**src/rtl/lcd_seg_pkg.sv**
```systemverilog
// Package: shared types for the LCD segment output selector.
// Assumes: nothing beyond the standard language.
package lcd_seg_pkg;

    // Operating behaviour of the segment row
    typedef enum logic [1:0] {
        MODE_STATIC  = 2'd0,
        MODE_DYNAMIC = 2'd1,
        MODE_EXPAND  = 2'd2
    } seg_mode_e;

    // Active test override after priority resolution
    typedef enum logic [1:0] {
        OVR_NONE = 2'd0,
        OVR_LIT  = 2'd1,
        OVR_DARK = 2'd2
    } seg_ovr_e;

endpackage

```
**src/rtl/lcd_mode_decode.sv**
```systemverilog
// Module: lcd_mode_decode
// Decodes the operating mode, the polarity applied to all segments and the
// resolved test override. Dynamic mode takes precedence over the external
// common select; the lit override takes precedence over the dark one.
// Assumes: all inputs are synchronous to the system clock.
module lcd_mode_decode
    import lcd_seg_pkg::*;
(
    input  logic      mode_dyn,
    input  logic      ext_com_sel,
    input  logic      com_phase,
    input  logic      ext_com_lvl,
    input  logic      force_on,
    input  logic      force_off,
    output seg_mode_e mode,
    output logic      polarity,
    output seg_ovr_e  ovr
);

    // Select the operating mode from the two mode pins
    always_comb begin
        if (mode_dyn)
            mode = MODE_DYNAMIC;
        else if (ext_com_sel)
            mode = MODE_EXPAND;
        else
            mode = MODE_STATIC;
    end

    // Pick the polarity: fixed level in expander mode, toggling phase otherwise
    always_comb begin
        if (mode == MODE_EXPAND)
            polarity = ext_com_lvl;
        else
            polarity = com_phase;
    end

    // Resolve the two test overrides with a fixed priority
    always_comb begin
        if (force_on)
            ovr = OVR_LIT;
        else if (force_off)
            ovr = OVR_DARK;
        else
            ovr = OVR_NONE;
    end

endmodule

```
**src/rtl/lcd_half_pick.sv**
```systemverilog
// Module: lcd_half_pick
// Chooses per segment the latch half that feeds it: half B only in dynamic
// mode during the common-B select interval, half A in every other case.
// Assumes: sel_b is aligned with the common phase it belongs to.
module lcd_half_pick
    import lcd_seg_pkg::*;
#(
    parameter int NUM_SEG = 80
) (
    input  seg_mode_e          mode,
    input  logic               sel_b,
    input  logic [NUM_SEG-1:0] half_a,
    input  logic [NUM_SEG-1:0] half_b,
    output logic [NUM_SEG-1:0] data
);

    logic use_b;

    // Decide once whether the B half is in use this cycle
    always_comb begin
        use_b = (mode == MODE_DYNAMIC) && sel_b;
    end

    for (genvar g = 0; g < NUM_SEG; g++) begin : g_pick
        // Per-segment two-way half selection
        always_comb begin
            data[g] = use_b ? half_b[g] : half_a[g];
        end
    end

endmodule

```
**src/rtl/lcd_override.sv**
```systemverilog
// Module: lcd_override
// Replaces the selected data with all-lit or all-dark when a test override
// is active; passes the data through untouched otherwise.
// Assumes: ovr is already priority-resolved.
module lcd_override
    import lcd_seg_pkg::*;
#(
    parameter int NUM_SEG = 80
) (
    input  seg_ovr_e           ovr,
    input  logic [NUM_SEG-1:0] data_in,
    output logic [NUM_SEG-1:0] data_out
);

    for (genvar g = 0; g < NUM_SEG; g++) begin : g_ovr
        // Per-segment override application
        always_comb begin
            unique case (ovr)
                OVR_LIT:  data_out[g] = 1'b1;
                OVR_DARK: data_out[g] = 1'b0;
                default:  data_out[g] = data_in[g];
            endcase
        end
    end

endmodule

```
**src/rtl/lcd_seg_drive.sv**
```systemverilog
// Module: lcd_seg_drive
// Combines each data bit with the shared polarity (lit = opposite of the
// polarity, dark = equal to it) and registers the whole row.
// Assumes: synchronous active-low reset; outputs clear to the low rail.
module lcd_seg_drive #(
    parameter int NUM_SEG = 80
) (
    input  logic               clk,
    input  logic               rst_n,
    input  logic [NUM_SEG-1:0] data,
    input  logic               polarity,
    output logic [NUM_SEG-1:0] seg_q
);

    logic [NUM_SEG-1:0] seg_d;

    for (genvar g = 0; g < NUM_SEG; g++) begin : g_level
        // Per-segment level relative to the common polarity
        always_comb begin
            seg_d[g] = data[g] ^ polarity;
        end
    end

    // Register the full segment row on one edge
    always_ff @(posedge clk) begin
        if (!rst_n)
            seg_q <= '0;
        else
            seg_q <= seg_d;
    end

endmodule

```
**src/rtl/lcd_seg_selector.sv**
```systemverilog
// Module: lcd_seg_selector (top)
// Produces the registered segment drive levels of an LCD row from two latch
// halves, the common phase and the common select state, with static,
// half-duty dynamic and output-expander behaviour plus two test overrides.
// Assumes: latch, common generation and analog drive live outside.
module lcd_seg_selector
    import lcd_seg_pkg::*;
#(
    parameter int NUM_SEG = 80
) (
    input  logic               clk,
    input  logic               rst_n,
    input  logic               mode_dyn,
    input  logic               ext_com_sel,
    input  logic               com_phase,
    input  logic               sel_b,
    input  logic               ext_com_lvl,
    input  logic [NUM_SEG-1:0] half_a,
    input  logic [NUM_SEG-1:0] half_b,
    input  logic               force_on,
    input  logic               force_off,
    output logic [NUM_SEG-1:0] seg_out
);

    seg_mode_e          mode;
    seg_ovr_e           ovr;
    logic               polarity;
    logic [NUM_SEG-1:0] picked;
    logic [NUM_SEG-1:0] final_data;

    lcd_mode_decode u_decode (
        .mode_dyn    (mode_dyn),
        .ext_com_sel (ext_com_sel),
        .com_phase   (com_phase),
        .ext_com_lvl (ext_com_lvl),
        .force_on    (force_on),
        .force_off   (force_off),
        .mode        (mode),
        .polarity    (polarity),
        .ovr         (ovr)
    );

    lcd_half_pick #(.NUM_SEG(NUM_SEG)) u_pick (
        .mode   (mode),
        .sel_b  (sel_b),
        .half_a (half_a),
        .half_b (half_b),
        .data   (picked)
    );

    lcd_override #(.NUM_SEG(NUM_SEG)) u_ovr (
        .ovr      (ovr),
        .data_in  (picked),
        .data_out (final_data)
    );

    lcd_seg_drive #(.NUM_SEG(NUM_SEG)) u_drive (
        .clk      (clk),
        .rst_n    (rst_n),
        .data     (final_data),
        .polarity (polarity),
        .seg_q    (seg_out)
    );

endmodule

```
**config.mk**
```make
export PLATFORM = sky130hd
export DESIGN_NAME = lcd_seg_selector
export DESIGN_NICKNAME = d
export VERILOG_FILES = /design/src/rtl/lcd_seg_pkg.sv /design/src/rtl/lcd_mode_decode.sv /design/src/rtl/lcd_half_pick.sv /design/src/rtl/lcd_override.sv /design/src/rtl/lcd_seg_drive.sv /design/src/rtl/lcd_seg_selector.sv
export SDC_FILE = /design/constraint.sdc
export NUM_CORES = 1
export LEC_CHECK = 0
export BUFFER_PORTS_ARGS = -buffer_cell sky130_fd_sc_hd__buf_4
export CAP_MARGIN = 25
export CORE_ASPECT_RATIO = 0.7
export CORE_MARGIN = 4
export CORE_UTILIZATION = 40
export DETAILED_ROUTE_END_ITERATION = 8
export PLACE_DENSITY = 0.75
export REMOVE_ABC_BUFFERS = 1
export SYNTH_ARGS = -nofsm -noshare
export SYNTH_HDL_FRONTEND = slang
export SYNTH_SLANG_ARGS = --single-unit
```
**constraint.sdc**
```tcl
create_clock -name clk -period 2.2 [get_ports clk]
set_clock_uncertainty 0.2 [all_clocks]
set_input_delay 0 -clock clk [delete_from_list [all_inputs] [get_ports clk]]
set_output_delay 0 -clock clk [all_outputs]
set_load 0.005 [all_outputs]
```
==> results of run 1 <==
through the flow:
step | utilization [%] | hold WS, ns
after global placement | 60.6 | 0.186
after detailed placement | 60.6 | 0.181
after floorplan | - | 0.0192
cells by family after synthesis:
family,Yosys count,synth area share [%]
mux,161,39.7
compound gates,80,14.7
flops,80,39.3
buf+inv,43,5.80
simple gates,4,0.492
==> impl_metrics.tcl, run 1 <==
set metrics [dict create \
    synthFlopType "dfxtp_1" \
    synth_edf_count 0 \
    ioPinCount 249 \
    ys_seq_elements 80 \
    h-tree-depth 3 \
    die_y_um 92.5 \
    cts_buffers 9 \
    clock-sinks 80 \
    die-width_um 129 \
    synth_seq_area_share_pct 39.3 \
    synth.distinct_cells 13 \
    dpl_cell_area_sq_um 5930 \
    cts_setup_buffers 0 \
    async_flop_share_pct 0 \
    place_ws_ns 0.578 \
    floorplan.initialDensity_pct 41.6 \
    postSynthAreaPerCell_sq_um 11.1 \
    cts-root-buf "clkbuf_16" \
    dp_cells 705 \
    hpwl_um 8220 \
    synth_area_sq_um 4080 \
    synth_cells 368 \
    synth_top_area_share_pct 39.3 \
    hold_buffers 146 \
    yosys.area.top_type "dfxtp_1" \
    rows 30 \
    error_line "[ERROR RSZ-0060] Max buffer count reached." \
    clockBufferDepth 2 \
    haltStage "clock tree synthesis (4_1_cts)" \
    synthTopCellsByArea "dfxtp_1 39%, mux2i_1 39%, o21bai_1 15%" \
    portBuffers 248 \
    synth_most_common_cell "mux2i_1" \
    cts.repair.resized 0 \
    gp_congestion 0.733 \
    status "stopped before the end" \
    synthTopCellsByCount "160 x mux2i_1, 80 x dfxtp_1, 80 x o21bai_1" \
    ys_warn_count 0 \
]
==> run 2: changes to the inputs <==
CORE_ASPECT_RATIO = unset   (was 0.7)
CORE_UTILIZATION = 25   (was 40)
PLACE_DENSITY = unset   (was 0.75)
PLACE_DENSITY_LB_ADDON = 0.15   (was unset)
==> impl_metrics.tcl, run 2 <==
set metrics [dict create \
    rsz0062_at_grt "no" \
    reg.largest.list "u_drive.seg_q x80" \
    relSlewSlack_pct 42.5 \
    critPathTopFamily "buffers and inverters" \
    clockPowerShare_pct 36.2 \
    async_flop_share_pct 0 \
    cap_violations 0 \
    cts_buffers 9 \
    synth_edf_count 0 \
    ys_seq_elements 80 \
    hold_buffers 160 \
    post-route-min-period_ns 1.73 \
    synth-simple-area-share_pct 0.491 \
    core_area_sq_um 15900 \
    cp-end-kind "register" \
    cts-root-buf "clkbuf_16" \
    synth_cells 368 \
    vias 4180 \
    dieArea_sq_um 18400 \
    synth.distinct_cells 13 \
    holdPathStages 4 \
    fin_hold_ws_ns 0.0139 \
    top_register "u_drive.seg_q" \
    cpPeakStageDelay_ns 0.59 \
    hpwl_um 8500 \
    gp_congestion 0.685 \
    synthToLayoutAreaGrowth_pct 96.6 \
    vias_per_cell 4.30 \
    worst-path-buf-inv 3 \
    finalMaxSlewViolations 0 \
    cp_cell_sequence "buf_4 > nand2_4 > buf_12 > mux2i_1 > dlygate4sd3_1 > o21bai_1 > mux2i_1" \
    synth_top_area_share_pct 39.3 \
    floorplan.initialDensity_pct 25.6 \
    power_leakage_nw 4.24 \
    drcViolationCount 0 \
    swShare_pct 23.3 \
    rows 46 \
    synth_most_common_cell "mux2i_1" \
    synthTopCellsByArea "dfxtp_1 39%, mux2i_1 39%, o21bai_1 15%" \
    synth_xor_xnor_area_share_pct 0 \
    muxShareOfSynthArea_pct 39.7 \
    synth_seq_area_share_pct 39.3 \
    path_depth 7 \
    status "complete, no violations" \
    worstSetupPathType "input pin to register" \
    clockBufferDepth 2 \
    fin_setup_tns_ns 0 \
    p_sw_w 0.00104 \
    cts_setup_buffers 0 \
    wire_per_inst_um 14.4 \
    track_usage_pct 14.7 \
    antenna_found_initial 0 \
    synth_area_sq_um 4080 \
    synthTopCellsByCount "160 x mux2i_1, 80 x dfxtp_1, 80 x o21bai_1" \
    grt_overflow_total 0 \
    ioPinCount 249 \
    nNetsFinal 921 \
    ys_warn_count 0 \
    grt_pass1_wl_um 21600 \
    combPwrFrac_pct 27.4 \
    hold_viol 0 \
    synth_compound_area_share_pct 14.7 \
    layout-drive-gt1-share_pct 36.1 \
    worst_pin_slew_ns 0.863 \
    final_common_cell "buf_4" \
    fin_cells 972 \
    first_iter_violations 138 \
    synthFlopType "dfxtp_1" \
    dr.pass1.iters 4 \
    dp_cells 797 \
    final_cell_mix "251 x buf_4, 160 x mux2i_1, 160 x dlygate4sd3_1" \
    fmax_mhz 578 \
    yosys.area.top_type "dfxtp_1" \
    portBuffers 248 \
    cts_tree "built" \
    hold_path.class "input pin to register" \
    critPathRequiredTime_ns 2.21 \
    arrival_ns 1.74 \
    cpMaxStageDelayCell "dlygate4sd3_1" \
    synthAdderAreaFrac_pct 0 \
    insertedDiodeCount 0 \
    start_kind "input pin" \
    ir_drop_mv 0.334 \
    p_seq_share_pct 36.3 \
    cp_max_fo 24 \
    postSynthAreaPerCell_sq_um 11.1 \
    die-width_um 136 \
    cp_common_cell "mux2i_1" \
    synth_top_family_by_area "multiplexers" \
    grt_max_degree 81 \
    clkSlewWorstSetupHoldPaths_ns 0.06 \
    setup_viol 0 \
    grt_pass1_vias 4480 \
    drt.antenna.violating_nets 0 \
    largest_reg_flops 80 \
    fin_crit_sh_pct 78.7 \
    die_y_um 136 \
    power_density_nw_per_um2 559 \
    totalWireLength_um 14000 \
    clock-sinks 80 \
    cts.repair.resized 0 \
    p_int_w 0.00343 \
    h-tree-depth 3 \
]
run 2: metal layers:
| layer | up-vias | wire length [um] | global-route usage [%] |
|---|---|---|---|
| met1 | 1904 | 5640 | 16.4 |
| met5 | - | 0 | 0 |
| li1 | 2087 | - | - |
| met2 | 168 | 6740 | 25.7 |
| met3 | 21 | 1300 | 4.61 |
| met4 | 0 | 323 | 6.49 |
run 2: logic make-up (layout without fill, tap and decap cells):
logic type | count (synthesis) | count (layout)
buffers and inverters | 43 | 431
AOI/OAI and AO/OA | 80 | 80
muxes | 161 | 161
and+or+nand+nor | 4 | 4
DFF | 80 | 80
run 2: final cells by class:
cell class,count,area [sq um]
fillers,1437,7930
repair buffers,415,3570
multi-input cells,245,2250
flip-flops and latches,80,1600
well taps,216,270
clock buffers,12,256
clock inverters,3,65.1
inverters,1,3.75
run 2: through the flow:
stage          area, sq um  power (W)  worst slack (ns)  util (%)
2_1_floorplan         3840    0.00205             -1.18         -
3_3_place_gp          6090    0.00261             0.639      38.2
3_5_place_dp          6090    0.00262             0.597      38.2
4_1_cts               8010    0.00455             0.490      50.2
5_1_grt               8010    0.00471             0.345      50.2
6_report              8010    0.00448             0.469      50.2
run 2: power groups by stage:
stage | clock network [W] | registers (W) | logic (W)
4_1_cts | 0.00169 | 0.00163 | 0.00123
2_1_floorplan | 0 | 0.00167 | 0.000381
3_5_place_dp | 0 | 0.00166 | 0.000960
6_report | 0.00162 | 0.00163 | 0.00123
3_3_place_gp | 0 | 0.00166 | 0.000951
5_1_grt | 0.00174 | 0.00164 | 0.00134
run 2: tightest hold or removal path: stages:
cell and delay, ns:
buf_4 0.09, nand2_2 0.06, buf_12 0.21, mux2i_1 0.14
run 2: path summary, 6_finish.rpt:
kind / from / slack, ns / endpoint
hold / removal: rst_n / 0.01 / u_drive.seg_q[62]$_SDFF_PN0_
setup / recovery: mode_dyn / 0.47 / u_drive.seg_q[43]$_SDFF_PN0_
(Power assumes the default switching activity.)
